### src/rtl/bank_mapper_pkg.sv
package bank_mapper_pkg;
  localparam int LOG_AW    = 16;
  localparam int PAGE_BITS = 3;
  localparam int NUM_PAGES = 1 << PAGE_BITS;
  localparam int OFFS_W    = LOG_AW - PAGE_BITS;
  localparam int BANK_W    = 8;
  localparam int PHYS_AW   = BANK_W + OFFS_W;

  typedef struct packed {
    logic [NUM_PAGES-1:0] wrSel;  // one-hot load enable per bank register
    logic [NUM_PAGES-1:0] rdSel;  // one-hot read-back select
    logic [NUM_PAGES-1:0] xlSel;  // one-hot translation page select
  } mapStrobes_t;
endpackage

### src/rtl/bank_mapper_ctrl.sv
module bank_mapper_ctrl
  import bank_mapper_pkg::*;
(
  input  logic [PAGE_BITS-1:0] pageNum,
  input  logic [PAGE_BITS-1:0] regIdx,
  input  logic                 regWrEn,
  output mapStrobes_t          strobes
);
  logic [NUM_PAGES-1:0] idxHot;
  logic [NUM_PAGES-1:0] pageHot;

  for (genvar p = 0; p < NUM_PAGES; p++) begin : g_dec
    assign idxHot[p]  = (regIdx  == PAGE_BITS'(p));
    assign pageHot[p] = (pageNum == PAGE_BITS'(p));
  end

  always_comb begin
    strobes.wrSel = regWrEn ? idxHot : '0;
    strobes.rdSel = idxHot;
    strobes.xlSel = pageHot;
  end
endmodule

### src/rtl/bank_mapper_dp.sv
module bank_mapper_dp
  import bank_mapper_pkg::*;
#(
  parameter logic [BANK_W-1:0] RESET_BANK = '0,
  parameter logic [BANK_W-1:0] IO_BANK    = '1
) (
  input  logic               clk,
  input  logic               rstN,
  input  mapStrobes_t        strobes,
  input  logic [BANK_W-1:0]  wrData,
  input  logic [OFFS_W-1:0]  offset,
  output logic [BANK_W-1:0]  rdData,
  output logic [PHYS_AW-1:0] physAddr,
  output logic               ioSel
);
  logic [BANK_W-1:0] bankReg [NUM_PAGES];
  logic [BANK_W-1:0] curBank;

  for (genvar p = 0; p < NUM_PAGES; p++) begin : g_bank
    always_ff @(posedge clk or negedge rstN) begin
      if (!rstN)                 bankReg[p] <= RESET_BANK;
      else if (strobes.wrSel[p]) bankReg[p] <= wrData;
    end
  end

  // AND-OR selectors keep a flat depth for both read-back and translation
  always_comb begin
    rdData  = '0;
    curBank = '0;
    for (int p = 0; p < NUM_PAGES; p++) begin
      rdData  = rdData  | ({BANK_W{strobes.rdSel[p]}} & bankReg[p]);
      curBank = curBank | ({BANK_W{strobes.xlSel[p]}} & bankReg[p]);
    end
  end

  assign physAddr = {curBank, offset};
  assign ioSel    = (curBank == IO_BANK);
endmodule

### src/rtl/bank_mapper.sv
module bank_mapper
  import bank_mapper_pkg::*;
#(
  parameter logic [BANK_W-1:0] RESET_BANK = '0,
  parameter logic [BANK_W-1:0] IO_BANK    = '1
) (
  input  logic                 clk,
  input  logic                 rstN,
  input  logic [LOG_AW-1:0]    logAddr,
  input  logic [PAGE_BITS-1:0] regIdx,
  input  logic                 regWrEn,
  input  logic [BANK_W-1:0]    regWrData,
  output logic [BANK_W-1:0]    regRdData,
  output logic [PHYS_AW-1:0]   physAddr,
  output logic                 ioSelect
);
  mapStrobes_t strobes;

  bank_mapper_ctrl u_ctrl (
    .pageNum (logAddr[LOG_AW-1 -: PAGE_BITS]),
    .regIdx  (regIdx),
    .regWrEn (regWrEn),
    .strobes (strobes)
  );

  bank_mapper_dp #(
    .RESET_BANK (RESET_BANK),
    .IO_BANK    (IO_BANK)
  ) u_dp (
    .clk      (clk),
    .rstN     (rstN),
    .strobes  (strobes),
    .wrData   (regWrData),
    .offset   (logAddr[OFFS_W-1:0]),
    .rdData   (regRdData),
    .physAddr (physAddr),
    .ioSel    (ioSelect)
  );
endmodule

### config.mk
export PLATFORM = sky130hd
export DESIGN_NAME = bank_mapper
export DESIGN_NICKNAME = d
export VERILOG_FILES = /design/src/rtl/bank_mapper_pkg.sv /design/src/rtl/bank_mapper_ctrl.sv /design/src/rtl/bank_mapper_dp.sv /design/src/rtl/bank_mapper.sv
export SDC_FILE = /design/constraint.sdc
export NUM_CORES = 1
export LEC_CHECK = 0
export CAP_MARGIN = 15
export CORE_UTILIZATION = 30
export CTS_CLUSTER_DIAMETER = 150
export DETAILED_ROUTE_END_ITERATION = 16
export PLACE_DENSITY = 0.59
export SKIP_LAST_GASP = 1
export SYNTH_ARGS = -nofsm -noshare
export SYNTH_HDL_FRONTEND = slang
export SYNTH_SLANG_ARGS = --single-unit
### constraint.sdc
create_clock -name clk -period 1.4 [get_ports clk]
set_input_delay 0.14 -clock clk [delete_from_list [all_inputs] [get_ports clk]]
set_output_delay 0.14 -clock clk [all_outputs]
set_load 0.01 [all_outputs]
======== Word-level counts from Yosys, hierarchy flattened ========
Index checks and enable logic that the tools add are counted.
storage, ports and cells
  register bits ........................... 64
  bits of input ports ..................... 30
  output and inout port bits .............. 30
  logic and storage cells ................. 56
cells by class
  equality and inequality tests ........... 15
  multiplexer cells ....................... 1
  bitwise logic cells ..................... 30
  reduce and logical (&&, ||, !) cells .... 2
operators by type and width
  operator                                        number
  bitwise AND 8 bit                               16
  bitwise OR 8 bit                                14
  == test 3 bit (second input constant)           8
  == test 3 x 2 -> 1 bit (second input constant)  4
  == test 8 bit (second input constant)           1
  2-to-1 mux 8 bit                                1
  == test 3 x 1 -> 1 bit (second input constant)  2
  zero test 3 bit                                 2

======== Longest topological paths before layout ========
  depth in word-level cells ............... 10
  depth in mapped cells ................... 7
  depth with buffers taken out ............ 5

======== Modules after synthesis ========
A second synthesis with hierarchy kept.
second synthesis, totals
  cells, all modules ...................... 275
  area, all modules ....................... 3450.8 um2
modules (own cells, without submodules)
  module            times used  cells an instance  area each (um2)  sequential area each (um2)
  bank_mapper_dp    1           248                3181.8           1601.5
  bank_mapper_ctrl  1           27                 269.0            0.0

======== Least setup slack after synthesis ========
OpenSTA, ideal clock, no wires.
  path kind ............................... input port to output port
  start ................................... input port logAddr[15]
  end ..................................... output port ioSelect
  data arrival time ....................... 1.417 ns
  data required time ...................... 1.260 ns
  path slack .............................. -0.157 ns
  stages .................................. 7
  path buffers ............................ 2
  path through ............................ buf_6 > buf_12 > mux2i_1 > a22o_1 > a221oi_1 > nand4_1 > nor2_1
on the way
  cells in the longest elaborated chain, start to end .. 10
  elaborated cells on any way between the ends .. 24
  those cells by class .................... eq/ne (8); bitwise (15); reduce/logical (1)
ends and longest elaborated chain
  element                                                    RTL line                source
  start: declaration                                         bank_mapper.sv:9        input logic [LOG_AW-1:0] logAddr,
  == test 3 x 1 -> 1 bit or zero test 3 bit (tied branches)  bank_mapper_ctrl.sv:14  assign pageHot[p] = (pageNum == PAGE_BITS'(p));
  bitwise AND 8 bit                                          bank_mapper_dp.sv:32    curBank = curBank | ({BANK_W{strobes.xlSel[p]}} & bankReg[p]);
  bitwise OR 8 bit (6 in series)                             bank_mapper_dp.sv:32
  bitwise OR 8 bit *                                         bank_mapper_dp.sv:32
  named net physAddr[20]                                     bank_mapper.sv:14       output logic [PHYS_AW-1:0] physAddr,
  == test 8 bit *                                            bank_mapper_dp.sv:37    assign ioSel = (curBank == IO_BANK);
  end: declaration                                           bank_mapper.sv:15       output logic ioSelect
The timed path passes the listed nets; every way through them passes the cells marked *.

======== Worst setup path in the final report ========
  start ................................... register u_dp.bankReg[14] (netlist bit)
  end ..................................... output port ioSelect
on the way
  cells in the longest elaborated chain, start to end .. 4
ends and longest elaborated chain
  element                           RTL line              source
  start: declaration                bank_mapper_dp.sv:16  logic [BANK_W-1:0] bankReg [NUM_PAGES];
  start signal: indexed assignment  bank_mapper_dp.sv:22  else if (strobes.wrSel[p]) bankReg[p] <= wrData;
  bitwise AND 8 bit                 bank_mapper_dp.sv:32
  bitwise OR 8 bit (2 in series)    bank_mapper_dp.sv:32
  == test 8 bit                     bank_mapper_dp.sv:37
Every way passes these cells.

==> flow_metrics.py <==
metrics = {
    "outcome": {
        "status": "finished, violations left",
        "failed_checks": "negative setup slack",
    },
    "synth": {
        "yosys_most_used_dff": "dfrtp_1",
        "yosys.area.top_type": "dfrtp_1",
        "synth_warnings": 0,
        "netlist_instances": 267,
        "synth_cell_type_count": 35,
        "ys_seq_elements": 64,
        "yosysSeqAreaShare": 0.433,
        "syn_nets": 297,
        "synth_edf_count": 0,
        "syn-cell-area_um2": 3700,
        "syn_avg_cell_area_um2": 13.9,
        "synth_area_leaders": "dfrtp_1 (43%), mux2_1 (20%), mux4_1 (5.7%), mux2i_1 (4.9%), buf_4 (3.2%)",
        "async_flop_share": 1.00,
        "ys_top_cells_by_count": "mux2_1 (65), dfrtp_1 (64), mux2i_1 (18), buf_4 (16), a221oi_1 (12)",
        "netlist.area_leader.share": 0.433,
        "synth.most_common_cell": "mux2_1",
    },
    "final_layout": {
        "fillCellCount": 1086,
        "top_register": "u_dp.bankReg",
        "diodes": 0,
        "area_growth_pct": 49.0,
        "drive_above_1_share": 0.543,
        "largest_reg_flops": 64,
        "final_area_um2": 5510,
        "finalNetCount": 441,
        "stdcell_count": 561,
        "top_regs": "u_dp.bankReg: 64 flops",
    },
    "power": {
        "sw_frac_of_total": 0.278,
        "p_leak_nw": 2.55,
        "internal_power_mw": 5.08,
        "p_sw_mw": 1.96,
        "clock_power_share": 0.278,
        "p_seq_frac": 0.361,
        "peakVddDrop_uv": 539,
        "p_comb_frac": 0.361,
        "power.density_nw_per_um2": 1280,
    },
    "worst_setup_path": {
        "path_max_fanout": 2,
        "rrSetupSlack_ns": 0.29,
        "reg2reg_from": "u_dp.bankReg[27]",
        "cp.required_ns": 1.26,
        "endpoint_kind": "output pin",
        "cp-start-kind": "flop",
        "critPathArrivalTime_ns": 1.83,
        "path_class": "flop to output pin",
        "regToRegEndpoint": "u_dp.bankReg[27]",
        "r2r_cells": 4,
    },
    "clock_tree": {
        "root_buffer": "clkbuf_16",
        "cts.sinks": 64,
        "clockBufferDepth": 2,
        "cts_buffers": 9,
        "cts_htree_levels": 3,
        "cts_tree": "done",
        "clk_pin_slew_ns": 0.05,
        "clock_latency_ns": 0.33,
    },
    "global_route": {
        "grt_max_degree": 65,
        "grt_antenna_before_repair": 0,
        "grt_pass1_vias": 3068,
        "globalRouteTotalUtil": 0.182,
        "grt_pass1_wl_mm": 17.1,
        "gr-total-overflow": 0,
    },
    "drt": {
        "drtAntennaViolNets": 0,
        "drt-initial-drc-count": 127,
        "wl_mm": 10.9,
        "wire_per_inst_um": 19.5,
        "drcViolationCount": 0,
        "via_count": 2854,
        "viasPerCell": 5.09,
        "first_pass_iters": 6,
    },
    "placed_design": {
        "place.gp.congestion": 0.811,
        "portBuffers": 33,
        "dp_cells": 522,
        "hpwl_mm": 7.78,
        "placed_area_um2": 4850,
    },
    "sta": {
        "finalHoldWorstSlack_ns": 0.280,
        "relSlewSlack": 0.742,
        "setup-violations-final": 17,
        "rsz0062_at_grt": "yes",
        "final_hold_viol_count": 0,
        "worstMarginPinSlew_ns": 0.376,
        "finClkSkew_ns": 0,
        "maxSlewViolCount": 0,
        "setup_ws_ns": -0.572,
        "finalCritPeriodShare": 1.41,
        "period_needed_ns": 1.97,
        "setup_tns_ns": -6.06,
        "fmax_ghz": 0.507,
    },
    "die": {
        "dieWidth_um": 113,
        "initial_core_util": 0.308,
        "num_rows": 40,
        "fp.dieH_um": 113,
        "io-pin-count": 60,
        "dieArea_um2": 12800,
        "core_area_um2": 12000,
    },
    "job": {
        "max_cap_viol_count": 0,
    },
    "min_path": {
        "min_delay_path_depth": 0,
        "min_to": "physAddr[0]",
        "hp-class": "input port to output pin",
        "hold_start": "logAddr[0]",
    },
}
what timing repair did:
action | 4_1_cts | 5_1_grt
hold buffers | 1 | 0
endpoints found under the setup margin | 81 | 24
endpoints found under the hold margin | 64 | 0
resized for setup | 143 | 10
pin swaps | 23 | 14
buffers inserted | 19 | 10
cloned | 2 | 0
per-layer routing:
metal | part of all wire | vias up | GRT usage
li1 | - | 1313 | -
met1 | 0.45 | 1449 | 0.242
met2 | 0.48 | 66 | 0.287
met3 | 0.041 | 26 | 0.0364
met4 | 0.028 | 0 | 0.0860
met5 | 0 | - | 0
worst max path at each step:
stage	cells after the start	slack, ns	from	end
2_1_floorplan	4	-0.01	u_dp.bankReg[22]	ioSelect
3_3_place_gp	7	-1.06	logAddr[15]	ioSelect
3_5_place_dp	9	-1.04	logAddr[15]	ioSelect
4_1_cts	5	-0.57	u_dp.bankReg[19]	ioSelect
5_1_grt	7	-0.63	u_dp.bankReg[40]	ioSelect
6_report	5	-0.57	u_dp.bankReg[14]	ioSelect
cell type report:
| class | count | area, µm² | area share |
|---|---|---|---|
| tap | 147 | 184 | 0.0334 |
| sequential | 64 | 1600 | 0.291 |
| multi-input combinational | 172 | 2010 | 0.365 |
| clock buffer | 13 | 250 | 0.0454 |
| clock inverter | 1 | 5.00 | 0.000908 |
| timing repair buffer | 162 | 1450 | 0.264 |
| inverter | 2 | 10.0 | 0.00182 |
metrics by stage:
stage | util | total power, mW | setup WS, ns
after floorplan | - | 3.53 | -0.0113
after global placement | 0.404 | 4.66 | -1.06
after detailed placement | 0.404 | 4.71 | -1.04
after CTS | 0.450 | 6.93 | -0.566
after global routing | 0.459 | 7.38 | -0.626
final | 0.459 | 7.04 | -0.572
cells in the final DEF (no fill, tap or decap), types with 5 or more instances in the layout:
| master | synthesis | layout |
|---|---|---|
| dfrtp_1 | 64 | 64 |
| buf_12 | 1 | 6 |
| nor2_1 | 7 | 5 |
| buf_2 | 6 | 11 |
| buf_4 | 16 | 103 |
| mux2i_1 | 18 | 18 |
| mux2_1 | 65 | 58 |
| a221oi_2 | 2 | 11 |
| mux4_2 | 4 | 12 |
| mux2_4 | 7 | 17 |
| clkbuf_16 | 0 | 9 |
| buf_6 | 3 | 25 |
| clkdlybuf4s50_1 | 0 | 8 |
power by group through the flow:
stage	Clock [mW]	Combinational [mW]	Sequential (mW)
floorplan	0	1.04	2.49
global placement	0	2.09	2.57
detailed placement	0	2.15	2.56
CTS	2.00	2.40	2.53
global route	2.08	2.71	2.58
finish	1.96	2.54	2.54
worst max-delay path: stages, from the launching register on:
cell	delay (ns)
dfrtp_1	0.39
mux4_2	0.48
mux2_4	0.29
nand4_1	0.14
nor2_2	0.06
buf_2	0.13
cell families after synthesis:
kind of cell | Yosys count | share of synthesized area
AO/OA/AOI/OAI | 32 | 0.0730
buffers and inverters | 31 | 0.0612
flip-flops | 64 | 0.433
AND/OR/NAND/NOR | 33 | 0.0615
multiplexers | 107 | 0.371
(Power assumes the default switching activity.)
